$ cat src/rtl/dbg_trap_pkg.sv
package dbg_trap_pkg;

    localparam int DBG_DW     = 32;
    localparam int DBG_NUM_BP = 4;
    localparam int DBG_IDX_W  = 3;

    // status bit positions
    localparam int ST_BD = 13;
    localparam int ST_BS = 14;
    localparam int ST_BT = 15;
    // control bit positions
    localparam int CT_GD = 13;
    localparam int CT_HI = 16;

    localparam logic [DBG_IDX_W-1:0] IDX_STAT = 3'd6;
    localparam logic [DBG_IDX_W-1:0] IDX_CTRL = 3'd7;

    typedef enum logic [2:0] {
        ACC_NONE,
        ACC_UD,
        ACC_GUARD,
        ACC_RD,
        ACC_WR
    } acc_kind_e;

    typedef struct packed {
        acc_kind_e             kind;
        logic [DBG_IDX_W-1:0]  idx;
    } acc_dec_t;

    typedef struct packed {
        logic guard;
        logic step;
        logic task_trap;
        logic bp;
    } dbg_src_t;

    function automatic logic [DBG_DW-1:0] stat_wmask(input int nbp);
        logic [DBG_DW-1:0] m;
        m = '0;
        for (int i = 0; i < nbp; i++) m[i] = 1'b1;
        m[ST_BD] = 1'b1;
        m[ST_BS] = 1'b1;
        m[ST_BT] = 1'b1;
        return m;
    endfunction

    function automatic logic [DBG_DW-1:0] ctrl_wmask(input int nbp);
        logic [DBG_DW-1:0] m;
        m = '0;
        for (int i = 0; i < 2*nbp; i++) m[i] = 1'b1;
        m[CT_GD] = 1'b1;
        for (int i = CT_HI; i < DBG_DW; i++) m[i] = 1'b1;
        return m;
    endfunction

    function automatic logic [DBG_DW-1:0] local_en_mask(input int nbp);
        logic [DBG_DW-1:0] m;
        m = '0;
        for (int i = 0; i < nbp; i++) m[2*i] = 1'b1;
        return m;
    endfunction

endpackage

$ cat src/rtl/dbg_acc_decode.sv
module dbg_acc_decode
    import dbg_trap_pkg::*;
#(
    parameter int IDX_W = DBG_IDX_W
) (
    input  logic             acc_vld,
    input  logic             acc_wr,
    input  logic [IDX_W-1:0] acc_idx,
    input  logic             dbg_ext_en,
    input  logic             guard_en,
    output acc_dec_t         dec
);
    logic alias_slot;

    assign alias_slot = (acc_idx == IDX_W'(4)) || (acc_idx == IDX_W'(5));

    always_comb begin
        dec.kind = ACC_NONE;
        dec.idx  = acc_idx;
        if (acc_vld) begin
            if (alias_slot && dbg_ext_en) begin
                dec.kind = ACC_UD;
            end else begin
                if (alias_slot) dec.idx = acc_idx | IDX_W'(2);
                if (guard_en)    dec.kind = ACC_GUARD;
                else if (acc_wr) dec.kind = ACC_WR;
                else             dec.kind = ACC_RD;
            end
        end
    end
endmodule

$ cat src/rtl/dbg_bp_eval.sv
module dbg_bp_eval #(
    parameter int NUM_BP = 4
) (
    input  logic [NUM_BP-1:0]   bp_hit,
    input  logic [2*NUM_BP-1:0] en_field,
    output logic [NUM_BP-1:0]   armed,
    output logic                bp_trap
);
    for (genvar i = 0; i < NUM_BP; i++) begin : g_bp
        assign armed[i] = en_field[2*i] | en_field[2*i+1];
    end

    assign bp_trap = |(bp_hit & armed);
endmodule

$ cat src/rtl/dbg_stat_reg.sv
module dbg_stat_reg
    import dbg_trap_pkg::*;
#(
    parameter int NUM_BP = DBG_NUM_BP,
    parameter int DW     = DBG_DW
) (
    input  logic          clk,
    input  logic          rst,
    input  logic [DW-1:0] hw_set,
    input  logic          sw_we,
    input  logic [DW-1:0] sw_wdata,
    output logic [DW-1:0] stat
);
    localparam logic [DW-1:0] WMASK = stat_wmask(NUM_BP);
    localparam logic [DW-1:0] FIXED = ~WMASK;

    logic [DW-1:0] stat_q;
    logic [DW-1:0] stat_d;

    always_comb begin
        stat_d = sw_we ? (sw_wdata & WMASK) : stat_q;
        stat_d = stat_d | (hw_set & WMASK);
    end

    always_ff @(posedge clk) begin
        if (rst) stat_q <= '0;
        else     stat_q <= stat_d;
    end

    assign stat = stat_q | FIXED;
endmodule

$ cat src/rtl/dbg_ctrl_reg.sv
module dbg_ctrl_reg
    import dbg_trap_pkg::*;
#(
    parameter int NUM_BP = DBG_NUM_BP,
    parameter int DW     = DBG_DW
) (
    input  logic          clk,
    input  logic          rst,
    input  logic          sw_we,
    input  logic [DW-1:0] sw_wdata,
    input  logic          guard_clr,
    input  logic          task_sw,
    output logic [DW-1:0] ctrl
);
    localparam logic [DW-1:0] WMASK = ctrl_wmask(NUM_BP);
    localparam logic [DW-1:0] LMASK = local_en_mask(NUM_BP);

    logic [DW-1:0] ctrl_q;
    logic [DW-1:0] ctrl_d;

    always_comb begin
        ctrl_d = sw_we ? (sw_wdata & WMASK) : ctrl_q;
        if (guard_clr) ctrl_d[CT_GD] = 1'b0;
        if (task_sw)   ctrl_d = ctrl_d & ~LMASK;
    end

    always_ff @(posedge clk) begin
        if (rst) ctrl_q <= '0;
        else     ctrl_q <= ctrl_d;
    end

    assign ctrl = ctrl_q;
endmodule

$ cat src/rtl/dbg_trap_unit.sv
module dbg_trap_unit
    import dbg_trap_pkg::*;
#(
    parameter int NUM_BP = DBG_NUM_BP,
    parameter int DW     = DBG_DW,
    parameter int IDX_W  = DBG_IDX_W
) (
    input  logic              clk,
    input  logic              rst,
    input  logic [NUM_BP-1:0] bp_hit,
    input  logic              retire_vld,
    input  logic              trap_flag,
    input  logic              acc_vld,
    input  logic              acc_wr,
    input  logic [IDX_W-1:0]  acc_idx,
    input  logic [DW-1:0]     acc_wdata,
    input  logic              task_sw,
    input  logic              task_trap,
    input  logic              dbg_ext_en,
    output logic              dbg_exc_req,
    output logic              ud_exc_req,
    output logic [DW-1:0]     acc_rdata,
    output logic [DW-1:0]     stat_o,
    output logic [DW-1:0]     ctrl_o
);
    acc_dec_t          dec;
    dbg_src_t          src;
    logic [NUM_BP-1:0] armed;
    logic [DW-1:0]     stat;
    logic [DW-1:0]     ctrl;
    logic [DW-1:0]     hw_set;
    logic              stat_we;
    logic              ctrl_we;
    logic              dbg_exc_q;
    logic              ud_exc_q;

    dbg_acc_decode #(.IDX_W(IDX_W)) dec_i (
        .acc_vld    (acc_vld),
        .acc_wr     (acc_wr),
        .acc_idx    (acc_idx),
        .dbg_ext_en (dbg_ext_en),
        .guard_en   (ctrl[CT_GD]),
        .dec        (dec)
    );

    dbg_bp_eval #(.NUM_BP(NUM_BP)) bp_i (
        .bp_hit   (bp_hit),
        .en_field (ctrl[2*NUM_BP-1:0]),
        .armed    (armed),
        .bp_trap  (src.bp)
    );

    assign src.step      = retire_vld & trap_flag;
    assign src.task_trap = task_sw & task_trap;
    assign src.guard     = (dec.kind == ACC_GUARD);

    always_comb begin
        hw_set               = '0;
        hw_set[NUM_BP-1:0]   = bp_hit;
        hw_set[ST_BD]        = src.guard;
        hw_set[ST_BS]        = src.step;
        hw_set[ST_BT]        = src.task_trap;
    end

    assign stat_we = (dec.kind == ACC_WR) && (dec.idx == IDX_STAT);
    assign ctrl_we = (dec.kind == ACC_WR) && (dec.idx == IDX_CTRL);

    dbg_stat_reg #(.NUM_BP(NUM_BP), .DW(DW)) stat_i (
        .clk      (clk),
        .rst      (rst),
        .hw_set   (hw_set),
        .sw_we    (stat_we),
        .sw_wdata (acc_wdata),
        .stat     (stat)
    );

    dbg_ctrl_reg #(.NUM_BP(NUM_BP), .DW(DW)) ctrl_i (
        .clk       (clk),
        .rst       (rst),
        .sw_we     (ctrl_we),
        .sw_wdata  (acc_wdata),
        .guard_clr (src.guard),
        .task_sw   (task_sw),
        .ctrl      (ctrl)
    );

    always_comb begin
        acc_rdata = '0;
        if (dec.kind == ACC_RD) begin
            if (dec.idx == IDX_STAT)      acc_rdata = stat;
            else if (dec.idx == IDX_CTRL) acc_rdata = ctrl;
        end
    end

    always_ff @(posedge clk) begin
        if (rst) begin
            dbg_exc_q <= 1'b0;
            ud_exc_q  <= 1'b0;
        end else begin
            dbg_exc_q <= |src;
            ud_exc_q  <= (dec.kind == ACC_UD);
        end
    end

    assign dbg_exc_req = dbg_exc_q;
    assign ud_exc_req  = ud_exc_q;
    assign stat_o      = stat;
    assign ctrl_o      = ctrl;
endmodule

$ cat config.mk
export PLATFORM = sky130hd
export DESIGN_NAME = dbg_trap_unit
export DESIGN_NICKNAME = d
export VERILOG_FILES = /design/src/rtl/dbg_trap_pkg.sv /design/src/rtl/dbg_acc_decode.sv /design/src/rtl/dbg_bp_eval.sv /design/src/rtl/dbg_stat_reg.sv /design/src/rtl/dbg_ctrl_reg.sv /design/src/rtl/dbg_trap_unit.sv
export SDC_FILE = /design/constraint.sdc
export NUM_CORES = 1
export LEC_CHECK = 0
export ABC_AREA = 1
export BUFFER_PORTS_ARGS = -buffer_cell sky130_fd_sc_hd__buf_2
export CAP_MARGIN = 15
export CORE_MARGIN = 8
export CORE_UTILIZATION = 43
export DETAILED_ROUTE_END_ITERATION = 8
export HOLD_SLACK_MARGIN = 0.08
export PLACE_DENSITY = 0.85
export SLEW_MARGIN = 20
export SYNTH_ARGS = -nofsm -noshare
export SYNTH_HDL_FRONTEND = slang
export SYNTH_SLANG_ARGS = --single-unit
$ cat constraint.sdc
create_clock -name clk -period 3.5 [get_ports clk]
set_clock_uncertainty 0.15 [all_clocks]
set_input_delay 0.525 -clock clk [delete_from_list [all_inputs] [get_ports clk]]
set_output_delay 0.525 -clock clk [all_outputs]
set_load 0.005 [all_outputs]
==> reports/metrics.yaml, run 1 <==
start_kind: "input pin"
syn_inst: 297
outcome: "completed"
cts_tree: "done"
htreeDepth: 2
tns_ns: 0
crit_family: "compound AO/OA/AOI/OAI gates"
cts_max_path_buffers: 2
stdcell_count: 448
antenna_found_initial: 0
dp_cells: 440
area_delta_synth_final_pct: 24.57
critPathCaptureType: "primary output"
holdBufCountCts: 0
cts.clk_slew.worst_paths_ns: 0.06
die-width_um: 83.53
grt_util_met2_pct: 29.77
grtUsageMet3_pct: 9.668
rsz0062_at_grt: "no"
clk_latency_ns: 0.28
start_util_pct: 44.72
dr.first_iter.drc_count: 102
vias: 2128
slew_viol_final: 0
cp_max_fo: 24
fin_area_mm2: 0.002442
crit_required_ns: 2.82
grt_pass1_wl_mm: 10.01
cp_slowest_cell: "a21oi_4"
antenna_cells: 0
worstPathArrival_ns: 1.89
hp-class: "input pin to register"
synth.distinct_cells: 21
synth_area_mm2: 0.001961
ir_drop_mv: 0.2487
routabilityCongestion: 0.7584
finish.utilization_pct: 55.71
totalWireLength_mm: 6.131
portBuffers: 108
fmax_ghz: 0.3894
dieHeight_um: 83.53
cp_slowest_stage_delay_ns: 0.59
top_usage_layer: "met2"
path_class: "input pin to primary output"
cap_violations: 0
finalSetupViolCount: 0
postCtsSetupBuffers: 0
vias_per_cell: 4.750
synth_warnings: 0
drive_gt1_share_pct: 31.82
synth_area_per_cell_um2: 6.601
nets: 443
cts_buffers: 5
fillers: 446
p_leak_nw: 1.479
synth_seq_cells: 34
power_mw: 0.8291
core_area_mm2: 0.004384
place_hpwl_mm: 4.617
grt_max_degree: 30
cts-resized-gates: 0
grt_use_met1_pct: 17.10
period_minus_slack_ns: 2.568
cp_cell_sequence: "buf_2 > inv_1 > nand3_1 > a21oi_4 > nand2_1 > o21ai_0 > buf_2"
overflow: 0
worst_hold_slack_ns: 0.2950
fin_crit_sh_pct: 73.37
io_pins: 146
cellPowerDensity_mw_per_mm2: 339.4
grt.total_usage_pct: 16.97
post_dp_cell_area_mm2: 0.002351
cts_sinks: 34
yosysSeqAreaShare_pct: 34.72
worstMarginPinSlew_ns: 0.8559
drc: 0
hold_violations: 0
die_area_mm2: 0.006976
root_buffer: "clkbuf_8"
path_common_cell: "buf_2"
ant_nets: 0
routedWlPerCell_um: 13.69
row_count: 24
finalWorstSetupSlack_ns: 0.9319
grt_pass1_vias: 2063
max-slew-margin-rel_pct: 42.88
drtPass1Iterations: 4
dp_slack_ns: 0.9613
worst-path-buf-inv: 3
layout make-up:
cell class	count	area, µm²	share of cell area (%)
flip-flops and latches	34	680.7	27.87
well taps	52	65.06	2.664
multi-input cells	219	947.2	38.78
inverters	23	87.58	3.586
repair buffers	112	570.5	23.36
clock buffers	7	86.33	3.535
clock inverters	1	5.005	0.2049
path summary, 6_finish.rpt:
path	start	endpoint	slack (ns)	depth (start not counted)
worst min register to register	ctrl_i.ctrl[13]	ctrl_i.ctrl[13]	0.35	2
worst max-delay path	dbg_ext_en	acc_rdata[2]	0.93	7
worst max register to register	ctrl_i.ctrl[13]	ctrl_i.ctrl[26]	1.88	7
worst min-delay path	rst	dbg_exc_req	0.30	2
per-layer routing:
layer / part of all wire, % / vias up
met5: 0 / -
met4: 0.72 / 0
met3: 11 / 6
met2: 48 / 102
met1: 40 / 961
li1: - / 1059
where the power goes:
group          leakage (nW)  total (mW)  internal [mW]  switching [mW]
registers             0.277       0.408          0.399         0.00855
logic                  1.15       0.123         0.0491          0.0741
clock network        0.0482       0.298          0.159           0.139
total                  1.48       0.829          0.607           0.222
synth_stat cells:
cell type	instances	area, µm²
a21oi_1	3	15.01
a21oi_4	1	16.27
a41oi_1	1	8.760
buf_1	1	3.750
buf_2	7	35.03
buf_4	38	285.3
buf_6	2	22.52
clkbuf_1	3	11.26
clkinv_2	1	5.000
conb_1	2	7.510
dfxtp_1	34	680.7
inv_1	21	78.83
inv_2	1	3.750
nand2_1	55	206.5
nand2_2	2	12.51
nand3_1	39	195.2
nand3_2	1	10.01
nor2_1	55	206.5
nor2_4	1	11.26
o21ai_0	12	60.06
o21ai_1	17	85.08
cells in the final DEF (no fill, tap or decap):
cell type  netlist  layout
a21oi_1          3       3
a21oi_4          1       1
a41oi_1          1       1
buf_2            7     108
buf_4           38       4
clkbuf_1         3       1
clkbuf_8         0       6
clkinv_2         1       2
conb_1           2      32
dfxtp_1         34      34
inv_1           21      21
inv_2            1       1
nand2_1         55      55
nand2_2          2       2
nand3_1         39      39
nand3_2          1       1
nor2_1          55      55
nor2_4           1       1
o21ai_0         12      12
o21ai_1         17      17
logic make-up after synthesis:
family / share of synthesized area (%)
compound gates: 9.445
buf+inv: 22.72
flops: 34.72
other cells: 0.3830
simple gates: 32.74
registers in the layout (all words and copies together), names as in the netlist:
name	flops
stat_i.stat_q	7
dbg_exc_req	1
ctrl_i.ctrl	25
ud_exc_req	1
worst register-to-register path, stage by stage (launching register included):
cell and delay (ns):
dfxtp_1 0.33, inv_1 0.07, nand2_1 0.08, nor2_4 0.27, nand2_2 0.11, buf_4 0.25, o21ai_0 0.21, nor2_1 0.06
No activity file was read; power rests on OpenSTA's default activity.
==> run 2, diff against run 1 <==
- ABC_AREA: 1 -> 0
- CORE_UTILIZATION: 43 -> 38
- PLACE_DENSITY: 0.85 -> 0.77
- clock period: 3.5 -> 2.3 ns (I/O delays scaled with it)
==> run 2 against run 1 <==
Net effect: area after synthesis increased by 9.1%; flip-flop and latch count is the same; clock-buffer cell count down 1; critical path depth down 3; largest power group unchanged.
==> reports/metrics.yaml, run 2 <==
worst_hold_slack_ns: 0.1638
yosysMostFrequentCell: "a21oi_1"
ir_drop_mv: 0.2184
fin_crit_sh_pct: 95.43
synth_warnings: 0
fmax_ghz: 0.4556
period_minus_slack_ns: 2.195
synth_area_mm2: 0.002138
start_kind: "register"
row_count: 27
rsz0062_at_grt: "no"
finalSetupViolCount: 0
seq_area_um2: 680.7
hold_violations: 0
area_delta_synth_final_pct: 24.69
grt.total_usage_pct: 17.65
cts_tree: "done"
mostFrequentLayoutCell: "buf_2"
dieHeight_um: 91.02
routabilityCongestion: 0.7456
antenna_found_initial: 0
grt_max_degree: 34
core_area_mm2: 0.005473
routedWlPerCell_um: 17.02
htreeDepth: 2
syn_inst: 275
tns_ns: 0
synth_top_cell_by_area: "dfxtp_1"
worst-path-buf-inv: 2
worstMarginPinSlew_ns: 0.7947
fillers: 545
nets: 414
cts.clk_slew.worst_paths_ns: 0.07
synth_flop_cell: "dfxtp_1"
layout_common_cells: "108 x buf_2, 48 x a21oi_1, 34 x dfxtp_1, 32 x conb_1"
synth-edff-count: 0
place_hpwl_mm: 5.379
path_class: "register to primary output"
cts_buffers: 5
root_buffer: "clkbuf_8"
start_util_pct: 39.07
cap_violations: 0
dr.first_iter.drc_count: 93
grt_pass1_wl_mm: 12.23
clk_latency_ns: 0.28
portBuffers: 108
hp-class: "input pin to register"
synth_top_area_share_pct: 31.83
cts_max_path_buffers: 2
max-slew-margin-rel_pct: 46.96
dp_cells: 431
power_mw: 1.283
slew_viol_final: 0
vias_per_cell: 5.169
holdBufCountCts: 0
crit_required_ns: 1.80
totalWireLength_mm: 7.438
outcome: "completed"
worstPathArrival_ns: 1.70
vias: 2259
cp_max_fo: 13
cp_slowest_stage_delay_ns: 0.56
finish.utilization_pct: 48.72
cp_slowest_cell: "or4_4"
overflow: 0
stdcell_count: 437
cts_sinks: 34
io_pins: 146
p_leak_nw: 1.234
ys_async_sr_fraction_pct: 0
grt_pass1_vias: 2494
synth_area_per_cell_um2: 7.776
largest_register_ffs: 25
drtPass1Iterations: 4
antenna_cells: 0
cellPowerDensity_mw_per_mm2: 481.2
synth_seq_cells: 34
ant_nets: 0
drc: 0
cp_cell_sequence: "or4_4 > buf_6 > nor3b_1 > buf_2"
crit_family: "simple AND/OR/NAND/NOR gates"
synth_area_leaders: "dfxtp_1 32%, buf_4 13%, a21oi_1 11%"
synth_common_cells: "48 x a21oi_1, 38 x buf_4, 34 x dfxtp_1"
yosysSeqAreaShare_pct: 31.83
die_area_mm2: 0.008284
drive_gt1_share_pct: 37.26
critPathCaptureType: "primary output"
multi_input_area_mm2: 0.001104
synth.distinct_cells: 34
die-width_um: 91.02
==> run 2: changes by cell type after synthesis, sizes merged, moves of 4 or more <==
cell    before  now
nand2       57    3
a21oi        4   48
nor2        56   13
nand3       40    0
o21ai       29    4
nand4        0   24
o31ai        0   24
clkbuf       3   20
a211oi       0    6
nor4b        0    6
mux2i        0    4
==> run 2: cell families (layout without fill, tap and decap cells) <==
group                  count (synthesis)  after routing  synth area share (%)
buffers and inverters                 87            147                 22.47
flip-flops                            34             34                 31.83
other                                  2             32                0.3512
AND/OR/NAND/NOR                       60             60                 16.97
multiplexers                           4              4                 1.873
AO/OA/AOI/OAI                         88             88                 26.51
==> run 2: timing repair <==
action                                  4_1_cts  5_1_grt
endpoints found under the setup margin        0        8
gates resized for setup                       0        4
buffers inserted                              0        0
==> run 2: layer usage <==
layer  track usage (%)  wire length [µm]  up-vias
li1                  -                 -     1095
met1             18.49              3009     1044
met2             31.38              3694      115
met3             6.502               665        5
met4             6.821                68        0
met5                 0                 0        -
==> run 2: path summary, 6_finish.rpt <==
path / startpoint / end / slack, ns / cells after the start
setup / recovery: ctrl_i.ctrl[13] / acc_rdata[14] / 0.11 / 4
hold / removal: acc_wdata[31] / ctrl_i.ctrl[31] / 0.16 / 3
setup reg to reg: ctrl_i.ctrl[13] / stat_i.stat_q[1] / 0.56 / 3
hold reg to reg: ctrl_i.ctrl[29] / ctrl_i.ctrl[29] / 0.33 / 2
==> run 2: tightest hold or removal path, delay by kind of cell <==
family,cells,cell delay [ns]
compound gates,1,0.05
buf+inv,1,0.10
simple gates,1,0.06
==> run 2: power by group <==
group          total [mW]  switching [mW]  internal (mW)
clock               0.433           0.202          0.231
combinational       0.232           0.144         0.0878
sequential          0.619          0.0122          0.606
total                1.28           0.358          0.925
==> run 2: through the flow <==
stage / cell area, µm² / setup WS [ns]
after floorplan: 2251 / 0.02935
after global placement: 2569 / 0.1374
after detailed placement: 2569 / 0.1435
after CTS: 2651 / 0.009144
after global routing: 2666 / 0.01067
final: 2666 / 0.1052
==> run 2: cell type report <==
class                      count  area share, %
clock buffer                   6          3.097
inverter                      22          3.097
multi-input combinational    184          41.39
sequential                    34          25.53
tap                           72          3.379
timing repair buffer         119          23.51
